File: src/rtl/clkrun_pkg.sv
// Package: shared constants for the PCI clock-run idle controller.
// Assumes: one PCI clock domain; all users import this package.
package clkrun_pkg;
    // Default number of consecutive idle PCI clocks before clock-run drops.
    localparam int unsigned CLKRUN_IDLE_DEFAULT = 26;
endpackage

File: src/rtl/clkrun_idle_counter.sv
// Module: clkrun_idle_counter
// Counts consecutive idle clocks, saturating at IDLE_LIMIT.
// It flags (combinationally) that the limit is reached at the coming edge.
// Assumes: bus_busy_i is synchronous to clk_i; IDLE_LIMIT >= 1.
module clkrun_idle_counter #(
    parameter int unsigned IDLE_LIMIT = clkrun_pkg::CLKRUN_IDLE_DEFAULT,
    localparam int unsigned CNT_W     = $clog2(IDLE_LIMIT + 1)
) (
    input  logic clk_i,
    input  logic rst_ni,
    input  logic bus_busy_i,
    output logic limit_hit_o
);
    localparam logic [CNT_W-1:0] LIMIT = CNT_W'(IDLE_LIMIT);

    logic [CNT_W-1:0] cnt_q;
    logic [CNT_W-1:0] cnt_d;

    // Next count: clear on activity, hold at the limit, otherwise step.
    always_comb begin
        if (bus_busy_i)          cnt_d = '0;
        else if (cnt_q == LIMIT) cnt_d = LIMIT;
        else                     cnt_d = cnt_q + CNT_W'(1);
    end

    // Count register with synchronous active-low reset.
    always_ff @(posedge clk_i) begin
        if (!rst_ni) cnt_q <= '0;
        else         cnt_q <= cnt_d;
    end

    // The limit is reached as of the coming edge.
    assign limit_hit_o = (cnt_d == LIMIT);

    // activity clears the count.
    a_r3_clear: assert property (@(posedge clk_i) disable iff (!rst_ni)
        bus_busy_i |=> (cnt_q == '0));
    // every idle clock below the limit advances the count by one.
    a_r2_step: assert property (@(posedge clk_i) disable iff (!rst_ni)
        (!bus_busy_i && cnt_q != LIMIT) |=> (cnt_q == $past(cnt_q) + CNT_W'(1)));
    // the count holds at the limit while the bus stays idle.
    a_r5_no_wrap: assert property (@(posedge clk_i) disable iff (!rst_ni)
        (!bus_busy_i && cnt_q == LIMIT) |=> (cnt_q == LIMIT));
endmodule

File: src/rtl/clkrun_out_stage.sv
// Module: clkrun_out_stage
// Registers the clock-run and clock-stop states and drives them out active low.
// Assumes: limit_hit_i is already 0 whenever bus_busy_i is 1.
module clkrun_out_stage (
    input  logic clk_i,
    input  logic rst_ni,
    input  logic bus_busy_i,
    input  logic run_hold_i,
    input  logic stop_off_i,
    input  logic limit_hit_i,
    output logic clkrun_n_o,
    output logic clkstop_n_o
);
    logic run_d, run_q;
    logic stop_d, stop_q;

    // Clock-run stays requested under hold, on activity, or below the limit.
    always_comb begin
        run_d  = run_hold_i | bus_busy_i | ~limit_hit_i;
        stop_d = ~stop_off_i & ~run_d;
    end

    // State flops: the reset value requests the clock and clears the stop.
    always_ff @(posedge clk_i) begin
        if (!rst_ni) begin
            run_q  <= 1'b1;
            stop_q <= 1'b0;
        end else begin
            run_q  <= run_d;
            stop_q <= stop_d;
        end
    end

    // Active-low outputs straight from flops.
    assign clkrun_n_o  = ~run_q;
    assign clkstop_n_o = ~stop_q;

    // reset leaves clock-run asserted and clock-stop released.
    a_r1_reset: assert property (@(posedge clk_i)
        !rst_ni |=> (run_q && !stop_q));
    // activity requests the clock and releases the stop at once.
    a_r4_wake: assert property (@(posedge clk_i) disable iff (!rst_ni)
        bus_busy_i |=> (run_q && !stop_q));
    // hold forces clock-run.
    a_r6_hold: assert property (@(posedge clk_i) disable iff (!rst_ni)
        run_hold_i |=> run_q);
    // reaching the limit without hold drops clock-run.
    a_r2_drop: assert property (@(posedge clk_i) disable iff (!rst_ni)
        (limit_hit_i && !run_hold_i) |=> !run_q);
    // clock-stop only while clock-run is dropped.
    a_r7_link: assert property (@(posedge clk_i) disable iff (!rst_ni)
        stop_q |-> !run_q);
    // disabled stop never asserts.
    a_r8_off: assert property (@(posedge clk_i) disable iff (!rst_ni)
        stop_off_i |=> !stop_q);
endmodule

File: src/rtl/pci_clkrun_idle.sv
// Module: pci_clkrun_idle (top)
// Drops the PCI clock-run request after IDLE_LIMIT idle clocks and optionally
// signals clock-stop while it is dropped.
// Assumes: all inputs synchronous to clk_i; control inputs are quasi-static.
module pci_clkrun_idle #(
    parameter int unsigned IDLE_LIMIT = clkrun_pkg::CLKRUN_IDLE_DEFAULT
) (
    input  logic clk_i,
    input  logic rst_ni,
    input  logic bus_busy_i,
    input  logic run_hold_i,
    input  logic stop_off_i,
    output logic clkrun_n_o,
    output logic clkstop_n_o
);
    logic limit_hit;

    // Idle clock counter.
    clkrun_idle_counter #(.IDLE_LIMIT(IDLE_LIMIT)) i_counter (
        .clk_i       (clk_i),
        .rst_ni      (rst_ni),
        .bus_busy_i  (bus_busy_i),
        .limit_hit_o (limit_hit)
    );

    // Output state registers.
    clkrun_out_stage i_out (
        .clk_i       (clk_i),
        .rst_ni      (rst_ni),
        .bus_busy_i  (bus_busy_i),
        .run_hold_i  (run_hold_i),
        .stop_off_i  (stop_off_i),
        .limit_hit_i (limit_hit),
        .clkrun_n_o  (clkrun_n_o),
        .clkstop_n_o (clkstop_n_o)
    );
endmodule

File: config.mk
export PLATFORM = sky130hd
export DESIGN_NAME = pci_clkrun_idle
export DESIGN_NICKNAME = d
export VERILOG_FILES = /design/src/rtl/clkrun_pkg.sv /design/src/rtl/clkrun_idle_counter.sv /design/src/rtl/clkrun_out_stage.sv /design/src/rtl/pci_clkrun_idle.sv
export SDC_FILE = /design/constraint.sdc
export NUM_CORES = 1
export LEC_CHECK = 0
export BUFFER_PORTS_ARGS = -buffer_cell sky130_fd_sc_hd__buf_4
export CAP_MARGIN = 20
export CORE_AREA = 2 2 39 41
export DETAILED_ROUTE_END_ITERATION = 16
export DIE_AREA = 0 0 41 43
export GPL_TIMING_DRIVEN = 0
export HOLD_SLACK_MARGIN = 0.08
export PLACE_DENSITY = 0.48
export SYNTH_ARGS = -nofsm -noshare
export SYNTH_HDL_FRONTEND = slang
export SYNTH_SLANG_ARGS = --single-unit
File: constraint.sdc
create_clock -name clk_i -period 1.9 [get_ports clk_i]
set_clock_uncertainty 0.2 [all_clocks]
set_input_delay 0.38 -clock clk_i [delete_from_list [all_inputs] [get_ports clk_i]]
set_output_delay 0.38 -clock clk_i [all_outputs]
set_load 0.02 [all_outputs]
# After elaboration in Yosys (flattened, before gate mapping)
# Cells that the tools add are included.
# op_classes
n_bitwise	8
eq_ne	2
addsub	1
mux	2
# ops
cell	count
$eq A5 B5 Y1 const B	2
$mux W5	2
$add A5 B1 Y5 const B	1
$not A1 Y1	5
$or A1 B1 Y1	2
$and A1 B1 Y1	1
# word_totals
inputBits	5
output_inout_bits	2
reg_bits	7
elab_cells	16

# Logic depth before layout (Yosys ltp)
# depth
depth_word	8
mapped_depth	6
ltp_nobuf	6

# By module
# From an unflattened synthesis, not the netlist that was laid out.
# hier_totals
cells_unflattened	31
hier_area_um2	329.1
# modules_own_cells
mod	cells_per_inst	seq_area_each_um2	area_each_um2	n_inst
clkrun_idle_counter	25	100.1	247.7	1
clkrun_out_stage	6	40.0	81.3	1

# Worst setup path before layout
# No wires, ideal clock.
# synth_path
path_kind	register to register
start	reg i_counter.cnt_q[0]
end	reg i_out.stop_q
required_time_ns	1.637
n_path_buf	0
t_arrival_ns	1.163
path_stages_with_launch	6
setup_time_ns	0.063
period_less_slack_ns	1.425
path_slack_ns	0.475
path_cell_list	dfxtp_1 -> inv_1 -> ha_1 -> nor3_1 -> o211ai_2 -> nor2_2
# synth_via
elab_chain_cells	8
word_cells_on_any_way	9
cone_classes	add/sub (1); eq/ne (2); mux (2); bitwise (4)
# synth_lines
item	line_no	source
from (decl)	clkrun_idle_counter.sv:16	logic [CNT_W-1:0] cnt_q;
from (signal assigned)	clkrun_idle_counter.sv:29	else cnt_q <= cnt_d;
$add A5 B1 Y5 / $eq A5 B5 Y1 (equally long branches)	clkrun_idle_counter.sv:23, clkrun_idle_counter.sv:22	
$mux W5 (*)	clkrun_idle_counter.sv:22	else if (cnt_q == LIMIT) cnt_d = LIMIT;
$mux W5 (*)	clkrun_idle_counter.sv:21	if (bus_busy_i) cnt_d = '0;
$eq A5 B5 Y1 (*)	clkrun_idle_counter.sv:33	assign limit_hit_o = (cnt_d == LIMIT);
$not A1 Y1 (*)	clkrun_out_stage.sv:19	run_d = run_hold_i | bus_busy_i | ~limit_hit_i;
$or A1 B1 Y1 (*)	clkrun_out_stage.sv:19	
$not A1 Y1 (*)	clkrun_out_stage.sv:20	stop_d = ~stop_off_i & ~run_d;
$and A1 B1 Y1 (*)	clkrun_out_stage.sv:20	
to (signal assigned)	clkrun_out_stage.sv:30	stop_q <= stop_d;
to (decl)	clkrun_out_stage.sv:15	logic stop_d, stop_q;
# Mark *: on every way between the ends. The rest lies on a longest branch, timed or not.
# A chain may end at the register's enable or synchronous reset.

# Worst setup path in the final report
# Same ends and word-level chain as after synthesis.

==> key figures <==
Outcome
  – Status: finished clean

Logic synthesis
  – Syn Nets: 47
  – Synth Warn #: 0
  – Post-Syn Area: 357 µm²
  – Synth top cells by count: dfxtp_1, nand2b_1, nor2_1, inv_1, nand3_1
  – Top-area cell type share of the netlist area: 39.3%
  – Mapped Avg Cell Area: 8.91 µm²
  – Distinct cells, synth: 19
  – Largest family of logic cells by synthesized area: simple AND/OR/NAND/NOR gates
  – Most common cell in the synthesized netlist: dfxtp_1
  – Synth Area in Adders: 7.02%
  – Main synth FF type: dfxtp_1
  – Synth area leaders: dfxtp_1, ha_1, nand2b_1
  – Compound-Gate Fraction of Synth Area: 17.5%
  – Sequential area share after synthesis: 39.3%
  – Simple-Gate Fraction of Synth Area: 27.0%
  – Cell taking the most area after synthesis: dfxtp_1
  – Multiplexer share of the synthesized area: 0%
  – #FFs+latches synth: 7
  – Post-synthesis xor/xnor area fraction: 4.91%
  – Syn Inst Count: 40
  – Post-synth EDFFs: 0
  – Synth async-reset ratio: 0%

Critical path
  – Worst Path Max Fanout: 8
  – Worst path arrival time: 1.57 ns
  – Crit. End Element: register
  – WS Path Type: reg -> reg
  – Worst Path Required: 1.89 ns
  – R2R cell count: 5
  – FF-to-FF Start: i_counter.cnt_q[0]
  – Critical Path Source Type: register
  – R2R setup slack: 0.31 ns
  – End of the worst register-to-register path: i_out.stop_q

Floorplan
  – DIE HEIGHT: 43 µm
  – DIE AREA: 1760 µm²
  – Initial Utilization: 25.8%
  – I/O pin total: 7
  – Core Area: 1380 µm²
  – Cell row count: 14
  – Die width: 41 µm

Cells and area
  – Area grow syn2layout: 28.4%
  – Layout Utilization: 33.1%
  – Antenna fix cells: 0
  – Layout cell share with drive strength beyond 1: 27.5%
  – Layout Nets: 59

Timing
  – Min Tclk post-route: 1.59 ns
  – Setup TNS Final: 0 ns
  – Final Max Slew Viols: 0
  – Setup repair after global routing missed its margin: no
  – Fmax: 0.630 GHz
  – Hold slack: 0.166 ns
  – Final setup fails: 0
  – Worst-Margin Slew: 0.260 ns
  – Max-slew headroom: 82.6%
  – Final worst-path cycle share: 83.6%
  – Final Hold Vio Count: 0

Place
  – PortBufs: 6
  – Final Wtd Congestion: 0.626
  – Post-DP HPWL: 481 µm

Global routing
  – Vias in the first global route: 284
  – Initial antenna violation count: 0
  – First-pass GRT wire length: 1130 µm
  – Total global routing overflow: 0
  – GR Util All Layers: 9.96%
  – Largest net degree at the start of global routing: 9

Clocking
  – Post-CTS repair timing setup buffer count: 0
  – Clk buf depth: 2
  – Worst-skew pair later-pin latency: 0.25 ns
  – H-tree depth: 1
  – CTS tree: built
  – Clock sinks: 7
  – Root Driver: clkbuf_4
  – Worst-path clk slew: 0.05 ns
  – Num CTS Buffers: 3

Power and ir drop
  – Pwr dens: 660 nW/µm²
  – PnR Total Power: 302 µW
  – Peak VDD IR: 0.209 mV
  – Lkg Pwr: 0.000191 µW

Detailed routing
  – Post-route ant nets: 0
  – DRT Wirelength: 638 µm
  – DRT Pass-1 Iters: 4
  – Vias/cell: 4.61
  – Vias: 309
  – DRT iter0 DRCs: 9
  – Wire per inst: 9.52 µm
  – DRC: 0

Job
  – Max Cap Viol: 0

Hold path
  – Hold Crit Start: run_hold_i
  – Hold EP: i_out.run_q
  – Worst Hold Class: in -> reg
  – Worst Hold Path Cells: 3
-- kinds of logic after synthesis --
| logic type | after synthesis |
|---|---|
| and+or+nand+nor | 18 |
| adders and majority gates | 2 |
| buffers and inverters | 4 |
| AOI/OAI and AO/OA | 7 |
| DFF | 7 |
| xor gates and xnor gates | 2 |
-- metal layers --
metal / global-route usage [%] / vias to the layer above / share of wire (%)
met5: 0 / - / 0
li1: - / 159 / -
met4: 10.0 / 0 / 3.3
met2: 13.8 / 4 / 52
met3: 1.57 / 4 / 0.63
met1: 12.0 / 142 / 44
-- area by class of cell --
cell class / instances / area [µm²]
inverter: 4 / 15.0
sequential: 7 / 140
clock buffer: 4 / 26.3
fill: 161 / 926
multi-input combinational: 29 / 201
tap: 16 / 20.0
timing repair buffer: 7 / 55.1
-- power by group --
part           leakage, µW  switching (µW)  total (µW)  internal, µW
sequential       0.0000567            3.67         153           149
combinational     0.000119            6.71        17.2          10.5
clock            0.0000150            52.1         132          79.9
total             0.000191            62.5         302           240
-- worst max-delay path, stage by stage (launching register included) --
cell and delay [ns]:
dfxtp_1 0.46, ha_1 0.32, nand2_1 0.10, o32ai_2 0.22, o211ai_2 0.14, nor2_2 0.09
-- worst max path at each step --
stage,startpoint,to,slack [ns],depth (start not counted)
floorplan,i_counter.cnt_q[0],i_out.stop_q,0.47,5
global placement,i_counter.cnt_q[0],i_out.stop_q,0.31,5
detailed placement,i_counter.cnt_q[0],i_out.stop_q,0.32,5
CTS,i_counter.cnt_q[0],i_out.stop_q,0.29,5
global route,i_counter.cnt_q[0],i_out.stop_q,0.16,5
finish,i_counter.cnt_q[0],i_out.stop_q,0.31,5
-- placed cells by master, fill, tap and decap left out, types with 2 or more instances in the layout --
cell      netlist  layout
buf_4           0       6
nor2_1          4       4
nand2_1         2       2
nand2b_1        4       4
inv_1           3       3
xor2_1          2       2
nand3_1         3       3
dfxtp_1         7       7
clkbuf_4        0       3
a21oi_1         2       2
nor3_1          2       2
ha_1            2       2
-- sequential cells by signal, summed over array words and instances (netlist names) --
name	cells
i_out.stop_q	1
i_out.run_q	1
i_counter.cnt_q	5
-- what timing repair did --
item,4_1_cts,5_1_grt
endpoints found under the hold margin,1,0
resized for setup,0,0
hold buffers,1,0
-- stage by stage --
stage / instances / cell area, µm² / setup slack [ns]
finish: 67 / 458 / 0.312
global route: 67 / 458 / 0.155
CTS: 67 / 458 / 0.293
detailed placement: 62 / 422 / 0.318
global placement: 62 / 422 / 0.311
floorplan: 40 / 357 / 0.475
Note: power is estimated with default switching activity, not from simulation.
